===== config.mk =====
export PLATFORM = sky130hd
export DESIGN_NAME = pg_sequencer
export DESIGN_NICKNAME = d
export VERILOG_FILES = /design/src/rtl/pg_seq_pkg.sv /design/src/rtl/pg_head_stage.sv /design/src/rtl/pg_delay_stage.sv /design/src/rtl/pg_sequencer.sv
export SDC_FILE = /design/constraint.sdc
export NUM_CORES = 1
export LEC_CHECK = 0
export ABC_AREA = 1
export BUFFER_PORTS_ARGS = -buffer_cell sky130_fd_sc_hd__buf_2
export CAP_MARGIN = 10
export CORE_ASPECT_RATIO = 1.75
export CORE_MARGIN = 2
export CORE_UTILIZATION = 30
export DETAILED_ROUTE_END_ITERATION = 10
export MAX_ROUTING_LAYER = met4
export SETUP_SLACK_MARGIN = 0.1
export SLEW_MARGIN = 20
export SYNTH_ARGS = -nofsm -noshare
export SYNTH_HDL_FRONTEND = slang
export SYNTH_SLANG_ARGS = --single-unit

===== constraint.sdc =====
create_clock -name clk -period 2.22 [get_ports clk]
set_input_delay 0.222 -clock clk [delete_from_list [all_inputs] [get_ports clk]]
set_output_delay 0.222 -clock clk [all_outputs]
set_load 0.01 [all_outputs]

===== src/rtl/pg_seq_pkg.sv =====
// pg_seq_pkg: shared sizing and the delay-code decode for the power-good sequencer.
// Assumes one tick per microsecond; the longest delay sets the counter width.
package pg_seq_pkg;
    localparam int STAGES    = 4;
    localparam int MAX_TICKS = 160000;
    localparam int CNT_W     = $clog2(MAX_TICKS + 1);
    localparam int SEL_W     = 3;

    typedef logic [CNT_W-1:0] cnt_t;

    // Map a delay code to its length in microsecond ticks.
    function automatic cnt_t dly_ticks(input logic [SEL_W-1:0] code);
        case (code)
            3'd0:    return cnt_t'(50);
            3'd1:    return cnt_t'(250);
            3'd2:    return cnt_t'(500);
            3'd3:    return cnt_t'(1000);
            3'd4:    return cnt_t'(5000);
            3'd5:    return cnt_t'(20000);
            3'd6:    return cnt_t'(80000);
            default: return cnt_t'(MAX_TICKS);
        endcase
    endfunction
endpackage


===== src/rtl/pg_head_stage.sv =====
// pg_head_stage: first output of the chain plus the gate-ok latch.
// Assumes gate_ok and drain_ok are already synchronised; shutdown clears all state.
module pg_head_stage (
    input  logic clk,
    input  logic rst_n,
    input  logic gate_ok,
    input  logic drain_ok,
    input  logic shutdown,
    output logic on_o
);
    logic gate_seen_q;
    logic on_q;

    // Remember that the gate reached its threshold during this turn-on.
    always_ff @(posedge clk) begin
        if (!rst_n || shutdown) gate_seen_q <= 1'b0;
        else if (gate_ok)       gate_seen_q <= 1'b1;
    end

    // Assert the head output once gate and drain conditions hold; hold until shutdown.
    always_ff @(posedge clk) begin
        if (!rst_n || shutdown) on_q <= 1'b0;
        else if (!on_q)         on_q <= (gate_seen_q | gate_ok) & drain_ok;
    end

    assign on_o = on_q;
endmodule


===== src/rtl/pg_delay_stage.sv =====
// pg_delay_stage: one later output of the chain, with its own tick counter.
// Assumes pred_on only falls together with allowed or shutdown; counter restarts per stage.
module pg_delay_stage
    import pg_seq_pkg::*;
(
    input  logic clk,
    input  logic rst_n,
    input  logic tick,
    input  logic pred_on,
    input  logic allowed,
    input  logic shutdown,
    input  cnt_t limit,
    output logic on_o
);
    cnt_t cnt_q;
    logic on_q;
    logic idle;

    assign idle = shutdown | ~allowed | ~pred_on | on_q;

    // Count ticks while waiting; set the stage on the limit-th tick.
    always_ff @(posedge clk) begin
        if (!rst_n || idle) begin
            cnt_q <= '0;
        end else if (tick) begin
            if (cnt_q >= limit - cnt_t'(1)) cnt_q <= '0;
            else                            cnt_q <= cnt_q + cnt_t'(1);
        end
    end

    // Stage flag: cleared by shutdown or a dropped enable, set when the count expires.
    always_ff @(posedge clk) begin
        if (!rst_n || shutdown || !allowed) on_q <= 1'b0;
        else if (!on_q && pred_on && tick && (cnt_q >= limit - cnt_t'(1))) on_q <= 1'b1;
    end

    assign on_o = on_q;
endmodule


===== src/rtl/pg_sequencer.sv =====
// pg_sequencer: drives four active-low power-good enables in a timed, nested-enable chain.
// Assumes us_tick is a one-cycle strobe; outputs float (pg_oe=0) unless pulled low.
module pg_sequencer
    import pg_seq_pkg::*;
(
    input  logic             clk,
    input  logic             rst_n,
    input  logic             us_tick,
    input  logic             gate_ok,
    input  logic             drain_ok,
    input  logic             en_a,
    input  logic             en_b,
    input  logic             en_c,
    input  logic             shutdown,
    input  logic [SEL_W-1:0] dly_sel,
    output logic [STAGES-1:0] pg_n,
    output logic [STAGES-1:0] pg_oe
);
    logic [STAGES-1:0] on_w;
    logic [STAGES-1:0] allow;
    logic [STAGES-2:0] en_vec;
    cnt_t              limit;

    assign en_vec = {en_c, en_b, en_a};
    assign limit  = dly_ticks(dly_sel);
    assign allow[0] = 1'b1;

    pg_head_stage head_i (
        .clk      (clk),
        .rst_n    (rst_n),
        .gate_ok  (gate_ok),
        .drain_ok (drain_ok),
        .shutdown (shutdown),
        .on_o     (on_w[0])
    );

    for (genvar k = 1; k < STAGES; k++) begin : g_stage
        // Cumulative enable: a stage needs its own enable and all earlier ones.
        assign allow[k] = allow[k-1] & en_vec[k-1];

        pg_delay_stage stage_i (
            .clk      (clk),
            .rst_n    (rst_n),
            .tick     (us_tick),
            .pred_on  (on_w[k-1]),
            .allowed  (allow[k]),
            .shutdown (shutdown),
            .limit    (limit),
            .on_o     (on_w[k])
        );
    end

    // Enable masking is combinational so a dropped enable floats outputs at once.
    assign pg_oe = on_w & allow;
    assign pg_n  = ~pg_oe;
endmodule


### Yosys cells after proc, flatten, opt, wreduce, memory -nomap -nowiden

Index checks and enable logic that the tools add are counted.

| operators by class | value |
|---|---|
| $add $sub $neg | 4 |
| equal/unequal tests | 6 |
| multiplexer cells | 5 |
| reductions and logical operators | 24 |
| order comparisons | 3 |
| bitwise operators | 21 |

Operators with widths:

| cell | count |
|---|---|
| 18-bit case mux with 7 select lines | 1 |
| 18-bit by 1-bit adder with 18-bit output, second input constant | 3 |
| 18-bit >= comparator | 3 |
| 18-bit 2-to-1 mux | 3 |
| 18-bit by 1-bit subtractor with 18-bit output, second input constant | 1 |
| 1-bit OR | 10 |
| 3-bit equality test, second input constant | 3 |
| 1-bit logical AND | 9 |
| 1-bit zero test | 7 |
| 1-bit logical OR | 7 |
| 3-bit by 2-bit equality test with 1-bit output, second input constant | 2 |
| 1-bit inverter | 6 |
| 4-bit bitwise AND | 1 |
| 4-bit inverter | 1 |
| 1-bit bitwise AND | 3 |
| 3-bit by 1-bit equality test with 1-bit output, second input constant | 1 |
| 3-bit zero test | 1 |
| 1-bit 2-to-1 mux | 1 |

| storage, ports and cells | value |
|---|---|
| bits in registers | 59 |
| input port bits | 12 |

### Depth between registers and ports, before layout

| logic depth | value |
|---|---|
| word-level depth | 7 |
| mapped depth | 18 |
| mapped depth without buffers | 16 |

### By module

A second synthesis with hierarchy kept.

| second synthesis, totals | value |
|---|---|
| cell total of the unflattened synthesis | 903 |
| area, all modules | 5878.1 um2 |

By module, submodules not included:

| module | cells an instance | area each (um2) | times used |
|---|---|---|---|
| pg_delay_stage (g_stage[2].stage_i ...) | 290 | 1875.5 | 2 |
| pg_delay_stage (g_stage[1].stage_i) | 269 | 1850.5 | 1 |
| pg_sequencer | 43 | 191.4 | 1 |
| pg_head_stage | 11 | 85.1 | 1 |

### Worst setup path before layout

Ideal clock, no wire load.

| path | value |
|---|---|
| path type | input-to-reg |
| start | input dly_sel[2] |
| end | register g_stage[1].stage_i.cnt_q[16] |
| setup slack | 0.089 ns |
| library setup time | 0.062 ns |
| stages on the path | 16 |
| data required time | 2.158 ns |
| buffers on the path | 3 |
| arrival | 2.069 ns |
| path through | buf_6 -> buf_6 -> nor2_2 -> nor2_2 -> o21ai_0 -> ha_1 -> a21oi_1 -> nor2_1 -> nor2_1 -> nand2_1 -> nand2_1 -> nand3_1 -> nand2_1 -> nand2_4 -> buf_8 -> nor2_2 |

| between the ends | value |
|---|---|
| longest elaborated chain between the ends | 5 |

RTL lines:

| what | line | RTL |
|---|---|---|
| from (decl) | pg_sequencer.sv:15 | `input logic [SEL_W-1:0] dly_sel,` |
| 3-bit equality test, or another cell as far along | pg_seq_pkg.sv:13 | `case (code)` |
| 18-bit case mux with 7 select lines (*) | pg_seq_pkg.sv:13 |  |
| 18-bit by 1-bit subtractor with 18-bit output (*) | pg_delay_stage.sv:26 | `if (cnt_q >= limit - cnt_t'(1)) cnt_q <= '0;` |
| 18-bit >= comparator (*) | pg_delay_stage.sv:26 |  |
| 18-bit 2-to-1 mux (*) | pg_delay_stage.sv:26 |  |
| to (signal assigned) | pg_delay_stage.sv:27 | `else cnt_q <= cnt_q + cnt_t'(1);` |
| to (decl) | pg_delay_stage.sv:15 | `cnt_t cnt_q;` |

Mark *: on every way between the ends. The rest lies on a longest branch, timed or not.
A chain may end at the register's enable or synchronous reset.

### Final worst setup path

| path | value |
|---|---|
| start | register head_i.on_q, in the netlist head_i.on_o |
| end | register g_stage[1].stage_i.cnt_q[8] |

| between the ends | value |
|---|---|
| longest elaborated chain between the ends | 4 |

RTL lines:

| what | line | RTL |
|---|---|---|
| from (decl) | pg_head_stage.sv:12 | `logic on_q;` |
| from (signal assigned) | pg_head_stage.sv:23 | `else if (!on_q) on_q <= (gate_seen_q \| gate_ok) & drain_ok;` |
| 1-bit inverter | pg_delay_stage.sv:19 | `assign idle = shutdown \| ~allowed \| ~pred_on \| on_q;` |
| 1-bit OR (2 in a row) | pg_delay_stage.sv:19 |  |
| 1-bit logical OR | pg_delay_stage.sv:23 | `if (!rst_n \|\| idle) begin` |

No other way between the ends.

==> impl_metrics.json <==
{
  "clock-sinks": 59,
  "die_x_microns": 94.60,
  "clk_path_buf_depth": 2,
  "cts_tree": "yes",
  "viasPerCell": 4.654,
  "fin_skew_ps": 7.007,
  "cp_max_fo": 4,
  "grt_use_total_pct": 16.46,
  "dieArea_sq_mm": 0.01538,
  "hpwl_microns": 9071,
  "avgRoutedWirePerCell_microns": 13.39,
  "holdWs_ps": 78.57,
  "syn_area_sq_mm": 0.004309,
  "fillers": 1584,
  "crit_required_ps": 2490,
  "cpPeakStageDelay_ps": 1120,
  "crit_path_end_kind": "flip-flop",
  "final-setup-viol-count": 0,
  "drtPass1Iterations": 4,
  "finalHoldViolCount": 0,
  "grt_max_degree": 19,
  "slew_viol_final": 0,
  "vias": 4058,
  "slew_headroom_pct": 3.431,
  "irDropWorstVdd_v": 0.0003370,
  "worst_slack_ps": 207.3,
  "worstHoldPathCells": 3,
  "yosysWarnings": 0,
  "cpMaxStageDelayCell": "nor3_1",
  "yosys.area.top_type": "dfxtp_1",
  "p_leak_nw": 2.333,
  "grt_pass1_wl_microns": 18810,
  "dp_cells": 853,
  "grt_setup_unrepaired": "false",
  "tightest_slew_ps": 1437,
  "clk_pin_slew_ps": 60,
  "layout.nets": 739,
  "start_util_pct": 30.30,
  "portBuffers": 19,
  "netlist-cell-type-count": 35,
  "worstSkewPairLatency_ps": 340,
  "drc": 0,
  "rows": 58,
  "ios": 20,
  "drive_gt1_share_pct": 18.35,
  "ys_seq_elements": 59,
  "core_sq_mm": 0.01422,
  "path_class": "flip-flop to flip-flop",
  "gp_congestion": 0.8592,
  "ff2ff_path_depth": 4,
  "grt_pass1_vias": 4063,
  "grt_overflow_total": 0,
  "synth-seq-area-share_pct": 27.41,
  "hold_class": "input pin to flip-flop",
  "ant_nets": 0,
  "synth_top_cell_area_share_pct": 27.41,
  "root_buffer": "clkbuf_16",
  "fmax_mhz": 496.8,
  "drtIter0Drc": 113,
  "instances_no_fill": 872,
  "die_h_microns": 162.5,
  "finalSetupTns_ps": 0,
  "multi_input_area_sq_mm": 0.002789,
  "critPathArrivalTime_ps": 2290,
  "status": "finished clean",
  "diodes": 0,
  "antenna_found_initial": 0,
  "htree_levels": 3,
  "cts_made_buffers": 9,
  "period_needed_ps": 2013,
  "p_per_area_mw_per_mm2": 559.9,
  "place_ws_ps": -252.7,
  "areaGrowthSynthToFinish_pct": 21.57,
  "drv_cap": 0,
  "post-route-period-util_pct": 90.66,
  "seqCellArea_sq_mm": 0.001181,
  "avgSynthCellArea_sq_um": 6.807,
  "crit_chain": "inv_1 > nor3_1 > nand2_4 > nor2_4",
  "critPathLaunchType": "flip-flop",
  "synth_cells": 633,
  "ys_top_cells_by_area": "dfxtp_1 (27%), ha_1 (12%), nand2_1 (11%)",
  "drt-total-wl_microns": 11680
}
[cells in the final DEF (no fill, tap or decap), types with 3 or more instances in the layout]
cell type	Yosys	final
conb_1	1	3
buf_4	1	33
a21oi_1	19	18
xor2_1	26	26
nor2_2	24	29
nand3_2	3	5
nand2_1	130	129
nand2_8	0	3
nand2_2	3	3
o21ai_0	22	18
nand3_1	44	42
o21bai_1	4	4
buf_2	1	17
inv_1	95	94
nor3_1	12	12
nor2_4	0	4
a21o_1	3	3
dfxtp_1	59	59
nand4_1	12	12
nand2_4	6	6
bufinv_16	0	3
o21ai_1	0	4
xnor2_1	9	9
clkbuf_16	0	9
ha_1	40	39
nor2_1	94	85
[layer usage]
| metal | track usage (%) | vias to the layer above | wire [microns] |
|---|---|---|---|
| met4 | 7.642 | 0 | 357 |
| li1 | - | 2112 | - |
| met2 | 31.23 | 62 | 6714 |
| met1 | 15.66 | 1859 | 4348 |
| met3 | 2.869 | 25 | 258 |
| met5 | - | - | 0 |
[worst max-delay path: cells and delay by family, from the launching register on]
family,cells,cell delay (ps)
buffers and inverters,1,80
flip-flops,1,350
AND/OR/NAND/NOR,3,1520
[through the flow]
stage | power, W | util (%) | cell area [sq um]
after CTS | 0.002963 | 35.86 | 5101
after detailed placement | 0.001315 | 33.46 | 4760
after global routing | 0.003046 | 36.83 | 5239
after global placement | 0.001314 | 33.46 | 4760
after floorplan | 0.001231 | - | 4320
final | 0.002933 | 36.83 | 5239
[path summary, 6_finish.rpt]
path,startpoint,to,slack [ps]
setup / recovery,head_i.on_o,g_stage[1].stage_i.cnt_q[8],210
hold / removal,drain_ok,head_i.on_o,80
setup reg to reg,head_i.on_o,g_stage[1].stage_i.cnt_q[8],210
hold reg to reg,head_i.gate_seen_q,head_i.gate_seen_q,490
[cells in the mapped netlist]
| cell type | n |
|---|---|
| nand3_2 | 3 |
| buf_4 | 1 |
| conb_1 | 1 |
| nand3_4 | 2 |
| nor2_2 | 24 |
| ha_1 | 40 |
| nor2_1 | 94 |
| o21ai_0 | 22 |
| a21oi_1 | 19 |
| mux2i_1 | 2 |
| o22ai_1 | 2 |
| a21boi_0 | 1 |
| a21o_1 | 3 |
| buf_2 | 1 |
| o31ai_1 | 1 |
| dfxtp_1 | 59 |
| nand3_1 | 44 |
| inv_6 | 1 |
| clkbuf_1 | 2 |
| or2_2 | 2 |
| nor3_1 | 12 |
| a21oi_2 | 1 |
| nand2_4 | 6 |
| xnor2_1 | 9 |
| nand2_2 | 3 |
| o21bai_1 | 4 |
| nor4_1 | 2 |
| a31o_2 | 1 |
| buf_8 | 1 |
| inv_2 | 1 |
| nand2_1 | 130 |
| xor2_1 | 26 |
| buf_6 | 6 |
| inv_1 | 95 |
| nand4_1 | 12 |
[logic make-up after synthesis]
| group | share of synthesized area (%) |
|---|---|
| AOI/OAI and AO/OA | 7.027 |
| buffers and inverters | 10.95 |
| other | 0.08702 |
| and+or+nand+nor | 35.34 |
| DFF | 27.41 |
| xor gates and xnor gates | 7.114 |
| adders and majority gates | 11.61 |
| muxes | 0.4646 |
[area by class of cell]
class,count,share of cell area [%]
well taps,180,4.299
repair buffers,50,6.353
inverters,97,7.046
flip-flops and latches,59,22.55
clock inverters,7,2.221
clock buffers,9,4.299
multi-input cells,470,53.24
[registers in the layout, indices dropped and copies added (netlist names)]
name,flops
g_stage.stage_i.cnt_q,54
g_stage.stage_i.on_o,3
head_i.gate_seen_q,1
head_i.on_o,1
[timing repair]
action / 4_1_cts / 5_1_grt
gates resized for setup: 0 / 30
hold buffers: 0 / 0
buffers inserted: 0 / 1
setup endpoints to repair: 0 / 55
[power breakdown]
group / switching [W] / internal [W]
clock network: 0.000536 / 0.00109
registers: 0.000000935 / 0.00106
logic: 0.000149 / 0.0000932
total: 0.000686 / 0.00225
No activity file was read; power rests on OpenSTA's default activity.
